--- config.mk ---
export PLATFORM = sky130hd
export DESIGN_NAME = sfifo_prog
export DESIGN_NICKNAME = d
export VERILOG_FILES = /design/src/rtl/sfifo_pkg.sv /design/src/rtl/sfifo_store.sv /design/src/rtl/sfifo_occupancy.sv /design/src/rtl/sfifo_offsets.sv /design/src/rtl/sfifo_flags.sv /design/src/rtl/sfifo_prog.sv
export SDC_FILE = /design/constraint.sdc
export NUM_CORES = 2
export LEC_CHECK = 0
export BUFFER_PORTS_ARGS = -buffer_cell sky130_fd_sc_hd__buf_2
export CORE_MARGIN = 4
export CORE_UTILIZATION = 23
export CTS_CLUSTER_SIZE = 10
export DETAILED_ROUTE_END_ITERATION = 10
export GPL_ROUTABILITY_DRIVEN = 0
export PLACE_DENSITY = 0.48
export SYNTH_ARGS = -nofsm -noshare
export SYNTH_HDL_FRONTEND = slang
export SYNTH_HIERARCHICAL = 1
export SYNTH_MEMORY_MAX_BITS = 65536
export SYNTH_SLANG_ARGS = --single-unit
--- constraint.sdc ---
create_clock -name clk -period 3.8 [get_ports clk]
set_input_delay 0 -clock clk [delete_from_list [all_inputs] [get_ports clk]]
set_output_delay 0 -clock clk [all_outputs]
set_load 0.01 [all_outputs]
--- src/rtl/sfifo_pkg.sv ---
`timescale 1ns/1ps
package sfifo_pkg;
  localparam int DATA_W = 18;
  localparam int OFF_W  = 12;

  typedef enum logic {SEL_EMPTY = 1'b0, SEL_FULL = 1'b1} off_sel_e;

  function automatic logic [OFF_W-1:0] default_offset(input int depth);
    if (depth <= 256)      return OFF_W'(31);
    else if (depth <= 512) return OFF_W'(63);
    else                   return OFF_W'(127);
  endfunction

  function automatic off_sel_e next_sel(input off_sel_e s);
    return (s == SEL_EMPTY) ? SEL_FULL : SEL_EMPTY;
  endfunction
endpackage

--- src/rtl/sfifo_store.sv ---
`timescale 1ns/1ps
module sfifo_store #(
  parameter int DEPTH = 256,
  parameter int DW    = 18,
  localparam int AW   = $clog2(DEPTH)
) (
  input  logic          clk,
  input  logic          we,
  input  logic [AW-1:0] waddr,
  input  logic [DW-1:0] wdata,
  input  logic [AW-1:0] raddr,
  output logic [DW-1:0] rdata
);
  logic [DW-1:0] mem [DEPTH];

  always_ff @(posedge clk) begin
    if (we) mem[waddr] <= wdata;
  end

  assign rdata = mem[raddr];
endmodule

--- src/rtl/sfifo_occupancy.sv ---
`timescale 1ns/1ps
module sfifo_occupancy #(
  parameter int DEPTH = 256,
  localparam int AW   = $clog2(DEPTH),
  localparam int CW   = AW + 1
) (
  input  logic          clk,
  input  logic          rst_n,
  input  logic          push,
  input  logic          pop,
  output logic [AW-1:0] wptr,
  output logic [AW-1:0] rptr,
  output logic [CW-1:0] occ
);
  always_ff @(posedge clk) begin
    if (!rst_n) begin
      wptr <= '0;
      rptr <= '0;
      occ  <= '0;
    end else begin
      if (push) wptr <= wptr + AW'(1);
      if (pop)  rptr <= rptr + AW'(1);
      case ({push, pop})
        2'b10:   occ <= occ + CW'(1);
        2'b01:   occ <= occ - CW'(1);
        default: occ <= occ;
      endcase
    end
  end
endmodule

--- src/rtl/sfifo_offsets.sv ---
`timescale 1ns/1ps
module sfifo_offsets
  import sfifo_pkg::*;
#(
  parameter int DEPTH = 256
) (
  input  logic             clk,
  input  logic             rst_n,
  input  logic             ld_we,
  input  logic [OFF_W-1:0] ld_data,
  input  logic             rb_re,
  output logic [OFF_W-1:0] eoff,
  output logic [OFF_W-1:0] foff,
  output logic [OFF_W-1:0] rb_data
);
  localparam logic [OFF_W-1:0] DEF_OFF = default_offset(DEPTH);

  off_sel_e         wsel_q, rsel_q;
  logic [OFF_W-1:0] off_q [2];

  for (genvar g = 0; g < 2; g++) begin : g_off
    always_ff @(posedge clk) begin
      if (!rst_n)                                off_q[g] <= DEF_OFF;
      else if (ld_we && (wsel_q == off_sel_e'(g))) off_q[g] <= ld_data;
    end
  end

  always_ff @(posedge clk) begin
    if (!rst_n) begin
      wsel_q <= SEL_EMPTY;
      rsel_q <= SEL_EMPTY;
    end else begin
      if (ld_we) wsel_q <= next_sel(wsel_q);
      if (rb_re) rsel_q <= next_sel(rsel_q);
    end
  end

  assign eoff    = off_q[0];
  assign foff    = off_q[1];
  assign rb_data = (rsel_q == SEL_FULL) ? off_q[1] : off_q[0];
endmodule

--- src/rtl/sfifo_flags.sv ---
`timescale 1ns/1ps
module sfifo_flags
  import sfifo_pkg::*;
#(
  parameter int DEPTH = 256,
  localparam int AW   = $clog2(DEPTH),
  localparam int CW   = AW + 1
) (
  input  logic [CW-1:0]    occ,
  input  logic [OFF_W-1:0] eoff,
  input  logic [OFF_W-1:0] foff,
  output logic             empty_n,
  output logic             full_n,
  output logic             half_n,
  output logic             aempty_n,
  output logic             afull_n
);
  localparam int SW = ((CW > OFF_W) ? CW : OFF_W) + 2;

  logic [SW-1:0] occ_x, reach_x;

  assign occ_x   = SW'(occ);
  assign reach_x = occ_x + SW'(foff) + SW'(1);

  assign empty_n  = (occ != '0);
  assign full_n   = (occ != CW'(DEPTH));
  assign half_n   = !(occ > CW'(DEPTH / 2));
  assign afull_n  = !(reach_x >= SW'(DEPTH));
  assign aempty_n = !(occ_x <= SW'(eoff));
endmodule

--- src/rtl/sfifo_prog.sv ---
`timescale 1ns/1ps
module sfifo_prog
  import sfifo_pkg::*;
#(
  parameter int DEPTH = 256
) (
  input  logic              clk,
  input  logic              rst_n,
  input  logic              load_n,
  input  logic              wr_valid,
  output logic              wr_ready,
  input  logic [DATA_W-1:0] wr_data,
  input  logic              rd_ready,
  output logic              rd_valid,
  output logic [DATA_W-1:0] rd_data,
  output logic              empty_n,
  output logic              full_n,
  output logic              half_n,
  output logic              aempty_n,
  output logic              afull_n
);
  localparam int AW = $clog2(DEPTH);
  localparam int CW = AW + 1;

  logic [AW-1:0]     wptr, rptr;
  logic [CW-1:0]     occ_q;
  logic [DATA_W-1:0] mem_rdata;
  logic [OFF_W-1:0]  eoff, foff, rb_data;
  logic              fifo_push, fifo_pop, ld_we, rb_re;

  assign fifo_push = load_n && wr_valid && full_n;
  assign fifo_pop  = load_n && rd_ready && empty_n;
  assign ld_we     = !load_n && wr_valid;
  assign rb_re     = !load_n && rd_ready;
  assign wr_ready  = load_n ? full_n : 1'b1;

  sfifo_store #(.DEPTH(DEPTH), .DW(DATA_W)) u_store (
    .clk(clk), .we(fifo_push), .waddr(wptr), .wdata(wr_data),
    .raddr(rptr), .rdata(mem_rdata)
  );

  sfifo_occupancy #(.DEPTH(DEPTH)) u_occ (
    .clk(clk), .rst_n(rst_n), .push(fifo_push), .pop(fifo_pop),
    .wptr(wptr), .rptr(rptr), .occ(occ_q)
  );

  sfifo_offsets #(.DEPTH(DEPTH)) u_offs (
    .clk(clk), .rst_n(rst_n), .ld_we(ld_we), .ld_data(wr_data[OFF_W-1:0]),
    .rb_re(rb_re), .eoff(eoff), .foff(foff), .rb_data(rb_data)
  );

  sfifo_flags #(.DEPTH(DEPTH)) u_flags (
    .occ(occ_q), .eoff(eoff), .foff(foff),
    .empty_n(empty_n), .full_n(full_n), .half_n(half_n),
    .aempty_n(aempty_n), .afull_n(afull_n)
  );

  always_ff @(posedge clk) begin
    if (!rst_n) begin
      rd_valid <= 1'b0;
      rd_data  <= '0;
    end else begin
      rd_valid <= fifo_pop || rb_re;
      if (fifo_pop)   rd_data <= mem_rdata;
      else if (rb_re) rd_data <= {{(DATA_W-OFF_W){1'b0}}, rb_data};
    end
  end
endmodule

==> summary.txt <==
Global route
  • Global-route wire length before repair: 752,000 um
  • Remaining global-route overflow: 0
  • Largest net degree at the start of global routing: 126
  • Initial antenna violation count: 34
  • Vias in the first global route: a little over 90,000
  • Gr usage total: between 10% and 20%

Floorplan
  • Site Rows: roughly 330
  • Core Region: slightly below 800,000 um2
  • Initial core utilization: approximately 23%
  • DIE AREA: about 800,000 um2
  • Die Span Y: 897 um
  • Chip width: ~900 um
  • I/O pin cnt: 48

Place
  • Placed Cells: 19,500
  • Place WS: -0.552 ns
  • # port buffers: between 40 and 50
  • Hpwl dp: between 300,000 and 400,000 um

Route
  • Starting DRT DRC Count: 9,727
  • Vias: 91,800
  • Routed Antenna Nets: 0
  • Wirelength per Cell: about 27 um
  • Final WL: between 500,000 and 600,000 um
  • Drt via density: roughly 4.5
  • # DRC: 0
  • First-pass detailed-route iteration total: 6

Timing
  • Min setup slack post-route: about 0.032 ns
  • Final period utilization: a little under 100%
  • Final setup violation count: 0
  • Tmin final: about 3.8 ns
  • Peak Freq: approximately 270 MHz
  • Fin Setup TNS: 0 ns
  • RSZ-0062 raised after global routing: yes
  • Clock Skew: ~0.052 ns
  • Slew margin rel.: between 10% and 20%
  • Max-slew violations: 0
  • Worst-margin pin slew: around 1.3 ns
  • Hold Vio Cnt, Final: 0

Run status
  • Run status: complete, no violations

Setup path
  • Worst-path fanout max: 43
  • CP required: ~4.8 ns
  • Critical Path Start Type: flip-flop
  • CP endpoint kind: flip-flop
  • Setup CP Type: flip-flop to flip-flop
  • Crit path DAT: between 4 and 5 ns

Clock network
  • Num Clock Sinks: 4,678
  • Max clock buf depth: 4
  • Num CTS Buffers: ~550
  • CTS H-tree depth: 6
  • Worst-Skew Late Latency: 1.06 ns
  • Clock slew at reported path FFs: around 0.060 ns
  • CTS tree: yes
  • Root Buffer: clkbuf_16

Logic synthesis
  • Yosys synthesis warning count: 6
  • Async S/R FF share, synth: 0%
  • Synthesized area: 182,000 um2
  • Mapped Nets: just under 9,000
  • Main flop type after synthesis: edfxtp_1
  • Synth Register Bits: between 4,000 and 5,000
  • Number of library cell types mapped by synthesis: 60
  • Post-synth EDFFs: around 4,600
  • Syn avg cell area: between 20 and 25 um2
  • Sequential share of the synthesized area: 77.1%
  • Synthesized instance count: roughly 8,700

Finish
  • Leading cell type in the layout, fill and taps excluded: edfxtp_1
  • Post-layout util: 27.6%
  • Fraction of layout cells with a size suffix above 1: a little over a quarter
  • Final Non-Filler Cells: 20,300
  • Most frequent cells in the layout: 4,632 x edfxtp_1, 864 x mux4_2, 800 x mux2i_1
  • Fillers: 77,400
  • Area delta synth->final: 19.6%
  • Net count, final: 9,614

Pwr
  • Leak: between 0.06 and 0.07 uW
  • Total Power: 119,000 uW
  • Power per cell area: ~550 nW/um2
  • Worst VDD drop: between 0.0004 and 0.0005 V

Min path
  • HP Class: input pin to flip-flop

Job
  • Max-Cap Viols: 0
synth_stat cells (all sizes together), types with 28 or more instances:
master,n,area share (%)
nor2,325,0.67
nor4,37,0.20
a22oi,54,0.22
mux2i,800,4.4
buf,279,1.3
mux4,864,11
dfxtp,46,0.51
o21ai,28,0.077
nand2,118,0.24
a21oi,211,0.58
nand4,38,0.13
o22ai,239,0.82
clkbuf,237,0.49
edfxtp,4632,77
nor3,162,0.45
o221ai,319,1.5
state kept, by name (all words and copies together) (netlist names):
signal and flops:
u_store/mem 4608, u_occ/occ 9, rd_valid 1, u_offs/off_q 24, rd_data 18, u_offs/wsel_q 1, u_occ/wptr 8, u_offs/rsel_q 1
u_occ/rptr 8
layer usage:
metal	part of all wire [%]	GRT usage (%)	vias to the layer above
met2	46	20.5	2870
li1	-	-	38300
met5	0.0078	0	-
met1	45	18.8	50000
met3	5.8	1.98	656
met4	2.6	3.18	6
metrics by stage:
step | hold WS [ns] | area [um2]
2_1_floorplan | 0.0989 | 182000
3_3_place_gp | 0.386 | 201000
3_5_place_dp | 0.379 | 201000
4_1_cts | 0.00206 | 217000
5_1_grt | 0.0902 | 217000
6_report | 0.0896 | 217000
final cells by class:
type | instances | area, um2 | area share (%)
clock inverters | 75 | 1040 | 0.480
well taps | 10500 | 13100 | 6.05
diodes | 17 | 42.5 | 0.0196
inverters | 20 | 87.6 | 0.0403
flip-flops and latches | 4678 | 140000 | 64.5
repair buffers | 882 | 9240 | 4.25
multi-input cells | 3437 | 39200 | 18.1
clock buffers | 673 | 14400 | 6.62
power breakdown:
part,internal [uW],leakage [uW],switching [uW]
registers,56800,0.0420,193
clock network,26700,0.00747,20300
logic,6760,0.0148,7960
total,90300,0.0643,28400
kinds of logic after synthesis:
kind of cell	share of synthesized area, %
compound gates	3.63
fa+ha+maj	0.158
mux	15.2
flops	77.1
xor+xnor	0.0868
simple gates	2.04
buf+inv	1.79
path summary, 6_finish.rpt:
kind	end	slack [ns]	depth (start not counted)	startpoint
worst max-delay path	rd_data[10]$_SDFFE_PN0P_	0.03	11	u_occ/rptr[0]$_SDFFE_PN0P_
worst min register to register	rd_data[11]$_SDFFE_PN0P_	0.49	1	rd_data[11]$_SDFFE_PN0P_
worst min-delay path	u_offs/rsel_q$_SDFFE_PN0P_	0.09	5	load_n
worst max register to register	rd_data[10]$_SDFFE_PN0P_	0.03	11	u_occ/rptr[0]$_SDFFE_PN0P_
timing repair:
action | 4_1_cts | 5_1_grt
gates resized for setup | 14 | 20
cloned | 0 | 1
pin swaps | 1 | 3
hold buffers | 32 | 0
endpoints found under the hold margin | 4541 | 0
setup endpoints to repair | 8 | 10
setup buffers | 0 | 0
critical path, cell delays in order (launching register included):
cell      delay [ns]
dfxtp_4         0.41
buf_12          0.33
buf_12          0.35
buf_12          0.28
mux2i_1         0.13
o221ai_1        0.28
o22ai_1         0.12
a21oi_1         0.70
nand4_1         0.28
nor4_2          0.32
and2_0          0.16
a221o_1         0.11
No activity file was read; power rests on OpenSTA's default activity.
